$ cat src/rtl/spi_irq_pkg.sv
package spi_irq_pkg;

  localparam int SLOTS_PER_CH = 4;

  typedef enum logic [1:0] {
    EV_TX_EMPTY = 2'd0,
    EV_TX_UNDER = 2'd1,
    EV_RX_FULL  = 2'd2,
    EV_RX_OVER  = 2'd3
  } evSlot_t;

  typedef struct packed {
    logic statusClr;
    logic enableLoad;
    logic readEnable;
  } irqStrobe_t;

  function automatic int slotBit(int ch, evSlot_t slot);
    return ch * SLOTS_PER_CH + int'(slot);
  endfunction

  function automatic int wakeBit(int numCh);
    return numCh * SLOTS_PER_CH;
  endfunction

  function automatic int regWidth(int numCh);
    return numCh * SLOTS_PER_CH + 1;
  endfunction

endpackage

$ cat src/rtl/spi_irq_ctrl.sv
module spi_irq_ctrl
  import spi_irq_pkg::*;
#(
  parameter int NUM_CH = 4,
  parameter int REG_W  = regWidth(NUM_CH)
) (
  input  logic              busWrEn,
  input  logic              busAddr,
  input  logic [NUM_CH-1:0] rxReadStb,
  input  logic [NUM_CH-1:0] txWriteStb,
  output irqStrobe_t        strobe,
  output logic [REG_W-1:0]  srcDrop
);

  // Register decode: address 0 is the status register, address 1 is enable.
  always_comb begin
    strobe.statusClr  = busWrEn && !busAddr;
    strobe.enableLoad = busWrEn && busAddr;
    strobe.readEnable = busAddr;
  end

  // Source-removal rules: a receive read retires receive-full and a
  // transmit write retires transmit-empty. The other classes have no source.
  always_comb begin
    srcDrop = '0;
    for (int c = 0; c < NUM_CH; c++) begin
      srcDrop[slotBit(c, EV_RX_FULL)]  = rxReadStb[c];
      srcDrop[slotBit(c, EV_TX_EMPTY)] = txWriteStb[c];
    end
  end

endmodule

$ cat src/rtl/spi_irq_datapath.sv
module spi_irq_datapath
  import spi_irq_pkg::*;
#(
  parameter int NUM_CH = 4,
  parameter int REG_W  = regWidth(NUM_CH)
) (
  input  logic              clk,
  input  logic              rstN,
  input  irqStrobe_t        strobe,
  input  logic [REG_W-1:0]  wrData,
  input  logic [REG_W-1:0]  srcDrop,
  input  logic [NUM_CH-1:0] rxFullEvt,
  input  logic [NUM_CH-1:0] txEmptyEvt,
  input  logic [NUM_CH-1:0] txUnderEvt,
  input  logic              rxOverEvt,
  input  logic              wakeEvt,
  output logic [REG_W-1:0]  statusQ,
  output logic [REG_W-1:0]  enableQ,
  output logic [REG_W-1:0]  srcQ,
  output logic [REG_W-1:0]  rdData,
  output logic              irq
);

  function automatic logic [REG_W-1:0] mkValid();
    logic [REG_W-1:0] m;
    m = '0;
    for (int c = 0; c < NUM_CH; c++) begin
      m[slotBit(c, EV_TX_EMPTY)] = 1'b1;
      m[slotBit(c, EV_TX_UNDER)] = 1'b1;
      m[slotBit(c, EV_RX_FULL)]  = 1'b1;
    end
    m[slotBit(0, EV_RX_OVER)] = 1'b1;
    m[wakeBit(NUM_CH)]        = 1'b1;
    return m;
  endfunction

  function automatic logic [REG_W-1:0] mkLevel();
    logic [REG_W-1:0] m;
    m = '0;
    for (int c = 0; c < NUM_CH; c++) begin
      m[slotBit(c, EV_TX_EMPTY)] = 1'b1;
      m[slotBit(c, EV_RX_FULL)]  = 1'b1;
    end
    return m;
  endfunction

  localparam logic [REG_W-1:0] VALID_MASK = mkValid();
  localparam logic [REG_W-1:0] LEVEL_MASK = mkLevel();
  localparam int               WAKE_IDX   = wakeBit(NUM_CH);
  localparam int               OVER_IDX   = slotBit(0, EV_RX_OVER);

  logic [REG_W-1:0] evtVec;
  logic [REG_W-1:0] clrMask;
  logic [REG_W-1:0] statusD;
  logic [REG_W-1:0] srcD;

  // Flatten the per-channel pulses into the status bit layout.
  always_comb begin
    evtVec = '0;
    for (int c = 0; c < NUM_CH; c++) begin
      evtVec[slotBit(c, EV_TX_EMPTY)] = txEmptyEvt[c];
      evtVec[slotBit(c, EV_TX_UNDER)] = txUnderEvt[c];
      evtVec[slotBit(c, EV_RX_FULL)]  = rxFullEvt[c];
    end
    evtVec[OVER_IDX] = rxOverEvt;
    evtVec[WAKE_IDX] = wakeEvt;
  end

  assign clrMask = strobe.statusClr ? (wrData & VALID_MASK) : '0;

  // A present source sets its bit again unless a clear hits in this cycle.
  // A new pulse always beats a clear.
  assign statusD = ((statusQ | srcQ) & ~clrMask) | evtVec;

  // A new pulse beats a removal strobe arriving in the same cycle.
  assign srcD = (srcQ & ~srcDrop) | (evtVec & LEVEL_MASK);

  always_ff @(posedge clk or negedge rstN) begin
    if (!rstN) begin
      statusQ <= '0;
      srcQ    <= '0;
    end else begin
      statusQ <= statusD;
      srcQ    <= srcD;
    end
  end

  always_ff @(posedge clk or negedge rstN) begin
    if (!rstN) begin
      enableQ <= '0;
    end else if (strobe.enableLoad) begin
      enableQ <= wrData & VALID_MASK;
    end
  end

  assign rdData = strobe.readEnable ? enableQ : statusQ;
  assign irq    = |(statusQ & enableQ);

endmodule

$ cat src/rtl/spi_irq_top.sv
module spi_irq_top
  import spi_irq_pkg::*;
#(
  parameter  int NUM_CH = 4,
  localparam int REG_W  = regWidth(NUM_CH)
) (
  input  logic              clk,
  input  logic              rstN,
  input  logic              busWrEn,
  input  logic              busAddr,
  input  logic [REG_W-1:0]  busWrData,
  output logic [REG_W-1:0]  busRdData,
  input  logic [NUM_CH-1:0] rxFullEvt,
  input  logic [NUM_CH-1:0] txEmptyEvt,
  input  logic [NUM_CH-1:0] txUnderEvt,
  input  logic              rxOverEvt,
  input  logic              wakeEvt,
  input  logic [NUM_CH-1:0] rxReadStb,
  input  logic [NUM_CH-1:0] txWriteStb,
  output logic              irq
);

  irqStrobe_t       strobe;
  logic [REG_W-1:0] srcDrop;
  logic [REG_W-1:0] statusQ;
  logic [REG_W-1:0] enableQ;
  logic [REG_W-1:0] srcQ;

  spi_irq_ctrl #(.NUM_CH(NUM_CH), .REG_W(REG_W)) i_ctrl (
    .busWrEn   (busWrEn),
    .busAddr   (busAddr),
    .rxReadStb (rxReadStb),
    .txWriteStb(txWriteStb),
    .strobe    (strobe),
    .srcDrop   (srcDrop)
  );

  spi_irq_datapath #(.NUM_CH(NUM_CH), .REG_W(REG_W)) i_dp (
    .clk       (clk),
    .rstN      (rstN),
    .strobe    (strobe),
    .wrData    (busWrData),
    .srcDrop   (srcDrop),
    .rxFullEvt (rxFullEvt),
    .txEmptyEvt(txEmptyEvt),
    .txUnderEvt(txUnderEvt),
    .rxOverEvt (rxOverEvt),
    .wakeEvt   (wakeEvt),
    .statusQ   (statusQ),
    .enableQ   (enableQ),
    .srcQ      (srcQ),
    .rdData    (busRdData),
    .irq       (irq)
  );

endmodule

$ cat config.mk
export PLATFORM = sky130hd
export DESIGN_NAME = spi_irq_top
export DESIGN_NICKNAME = d
export VERILOG_FILES = /design/src/rtl/spi_irq_pkg.sv /design/src/rtl/spi_irq_ctrl.sv /design/src/rtl/spi_irq_datapath.sv /design/src/rtl/spi_irq_top.sv
export SDC_FILE = /design/constraint.sdc
export NUM_CORES = 1
export LEC_CHECK = 0
export BUFFER_PORTS_ARGS = -buffer_cell sky130_fd_sc_hd__buf_2
export CORE_MARGIN = 2
export CORE_UTILIZATION = 40
export DETAILED_ROUTE_END_ITERATION = 16
export GPL_ROUTABILITY_DRIVEN = 0
export HOLD_SLACK_MARGIN = 0.05
export MAX_ROUTING_LAYER = met4
export PLACE_DENSITY = 0.67
export SYNTH_ARGS = -nofsm -noshare
export SYNTH_HDL_FRONTEND = slang
export SYNTH_SLANG_ARGS = --single-unit
$ cat constraint.sdc
create_clock -name clk -period 2.1 [get_ports clk]
set_clock_uncertainty 0.15 [all_clocks]
set_input_delay 0.63 -clock clk [delete_from_list [all_inputs] [get_ports clk]]
set_output_delay 0.63 -clock clk [all_outputs]
set_load 0.03 [all_outputs]
==> flow_metrics.py <==
metrics = {
    "cells_and_area": {
        "area_growth_pct": 31.91,
        "final_common_cell": "buf_2",
        "layout_common_cells": "buf_2 (52), dfrtp_1 (36), mux2_2 (26)",
        "final_nets": 240,
        "fin_area_um2": 2157,
        "diodes": 0,
        "drive_gt1_share_pct": 52.02,
    },
    "logic_synthesis": {
        "yosysWarnings": 0,
        "ys_types": 19,
        "synth_top_area_cell": "dfrtp_1",
        "yosys.area_share.xor_xnor_pct": 0,
        "synth_compound_area_share_pct": 12.24,
        "synth_mux_area_share_pct": 19.28,
        "synth_simple_gate_area_share_pct": 8.263,
        "syn_area_um2": 1635,
        "yosysSeqAreaShare_pct": 55.09,
        "avgSynthCellArea_um2": 12.11,
        "ys_seq_elements": 36,
        "synthCells": 135,
        "synth_top_cell_area_share_pct": 55.09,
        "synthAdderAreaFrac_pct": 0,
        "synth_area_leaders": "dfrtp_1 (55%), mux2_2 (19%), a21o_1 (6.4%)",
        "synth_top_family_by_area": "multiplexers",
    },
    "floorplan": {
        "row_count": 23,
        "coreArea_um2": 3971,
        "die_width_um": 67.94,
        "fp.dieH_um": 67.94,
        "io_pins": 61,
        "dieArea_um2": 4616,
        "initial_core_util_pct": 41.18,
    },
    "critical_path": {
        "worstReg2RegEnd": "i_dp.statusQ[6]",
        "r2r_start": "i_dp.statusQ[6]",
        "critical_path_peak_fanout": 2,
        "critical_path_class": "reg2out",
        "reg2reg_depth": 4,
        "crit_path_start_kind": "flip-flop",
        "worstPathCellList": "a22o_1 > a221oi_2 > nand4_1 > buf_6",
        "critPathSlowestCell": "dfrtp_1",
        "reg2reg_setup_slack_ns": 0.91,
        "required_ns": 1.32,
        "critPathCaptureType": "primary output",
        "max_stage_delay_ns": 0.38,
        "cp.arrival_ns": 1.42,
    },
    "power": {
        "p_per_area_nw_per_um2": 827.8,
        "peakVddDrop_uv": 402.4,
        "p_leak_nw": 0.9950,
        "power.total_w": 0.001786,
    },
    "global_route": {
        "grt_usage_pct": 17.49,
        "grt_start_max_net_pins": 21,
        "antenna_found_initial": 0,
        "grt-ovfl-total": 0,
        "grt_pass1_vias": 1243,
        "grt_pass1_wl_mm": 5.589,
    },
    "timing": {
        "hold_viol_final": 0,
        "drv_slew": 0,
        "period_share_pct": 104.7,
        "whs_ns": 0.1003,
        "setup_slack_ns": -0.09872,
        "rsz0062_at_grt": "true",
        "period_minus_slack_ns": 2.199,
        "clock.fmax_mhz": 454.8,
        "finalSetupViolations": 1,
    },
    "clocking": {
        "path_clk_slew_ns": 0.07,
        "numCtsBuffers": 5,
        "cts_htree_levels": 2,
        "cts.sinks": 36,
        "cts_buffer_depth": 2,
        "tritoncts": "built",
        "cts_root_buffer": "clkbuf_8",
        "cts_hold_buf": 0,
        "clkLatencyLatePin_ns": 0.28,
    },
    "drt": {
        "drt_iter0_markers": 36,
        "wl_mm": 3.599,
        "dr.pass1.iters": 4,
        "antenna_left": 0,
        "wl_per_cell_um": 14.51,
        "post_drt_via_cell_ratio": 4.871,
        "vias": 1208,
        "drc": 0,
    },
    "job": {
        "maxCapViolCount": 0,
    },
    "run_status": {
        "violations": "setup timing",
        "run_status": "complete, but fails checks",
    },
    "placement": {
        "dpl_cell_area_um2": 1988,
        "dp_slack_ns": -0.2306,
        "numPortBuffers": 54,
        "hpwl_mm": 2.713,
    },
    "worst_hold_path": {
        "worstHoldPathType": "in2async",
    },
}
==> metrics by stage <==
step | TNS, ns | utilization (%) | instances
3_5_place_dp | -2.995 | 50.06 | 238
2_1_floorplan | -0.4013 | - | 137
3_3_place_gp | -3.019 | 50.06 | 238
5_1_grt | -0.2076 | 54.32 | 248
4_1_cts | -0.1385 | 54.32 | 248
6_report | -0.09872 | 54.32 | 248
==> sequential cells by signal, indices dropped and copies added, names as in the netlist <==
name,count
i_dp.srcQ,8
i_dp.enableQ,14
i_dp.statusQ,14
==> worst max-delay path, delay by kind of cell (launching register included) <==
family	cells	cell delay [ns]
AO/OA/AOI/OAI	2	0.44
AND/OR/NAND/NOR	1	0.15
buffers and inverters	1	0.17
flip-flops	1	0.38
==> synthesized netlist by cell type, drive strengths merged <==
master,number
inv,8
buf,7
a221oi,1
dfrtp,36
mux2,28
or2,8
conb,1
a21o,14
a22o,1
nand4,1
nor2b,1
nor2,8
a21oi,8
and3,1
nand2,7
a22oi,5
==> worst max-delay path by stage <==
stage                               start             to  slack, ns
after floorplan                   busAddr   busRdData[1]      -0.05
after global placement            busAddr   busRdData[1]      -0.23
after detailed placement          busAddr  busRdData[14]      -0.23
after CTS                 i_dp.enableQ[6]            irq      -0.14
after global routing      i_dp.enableQ[6]            irq      -0.21
final                     i_dp.enableQ[6]            irq       -0.1
==> final cells by class <==
class | count | area, µm²
Clock buffer | 7 | 96.34
Fill cell | 359 | 1814
Tap cell | 50 | 62.56
Clock inverter | 1 | 30.03
Inverter | 8 | 30.03
Multi-Input combinational cell | 86 | 675.6
Sequential cell | 36 | 900.9
Timing Repair Buffer | 60 | 361.6
==> metal layers <==
metal  wire length (µm)  vias to the layer above  GRT usage (%)
met5                  0                        -              -
met4                 19                        0          4.500
met3                279                        6          6.414
met2               1807                       47          29.49
met1               1492                      572          19.66
li1                   -                      583              -
==> cell families (layout without fill, tap and decap cells) <==
group	count (synthesis)	count (layout)
other cells	1	3
mux	28	28
flops	36	36
simple gates	26	26
compound gates	29	29
buf+inv	15	76
==> report_power, final <==
group / total [W] / internal, W / switching [W] / leakage (nW)
clock: 0.000653 / 0.000419 / 0.000235 / 0.0645
sequential: 0.000800 / 0.000755 / 0.0000444 / 0.381
combinational: 0.000333 / 0.000160 / 0.000172 / 0.550
total: 0.00179 / 0.00133 / 0.000451 / 0.995
==> timing repair <==
item | 4_1_cts | 5_1_grt
buffers inserted | 2 | 0
pin swaps | 1 | 0
resized for setup | 7 | 0
endpoints found under the setup margin | 15 | 1
gates cloned | 0 | 0
No activity file was read; power rests on OpenSTA's default activity.
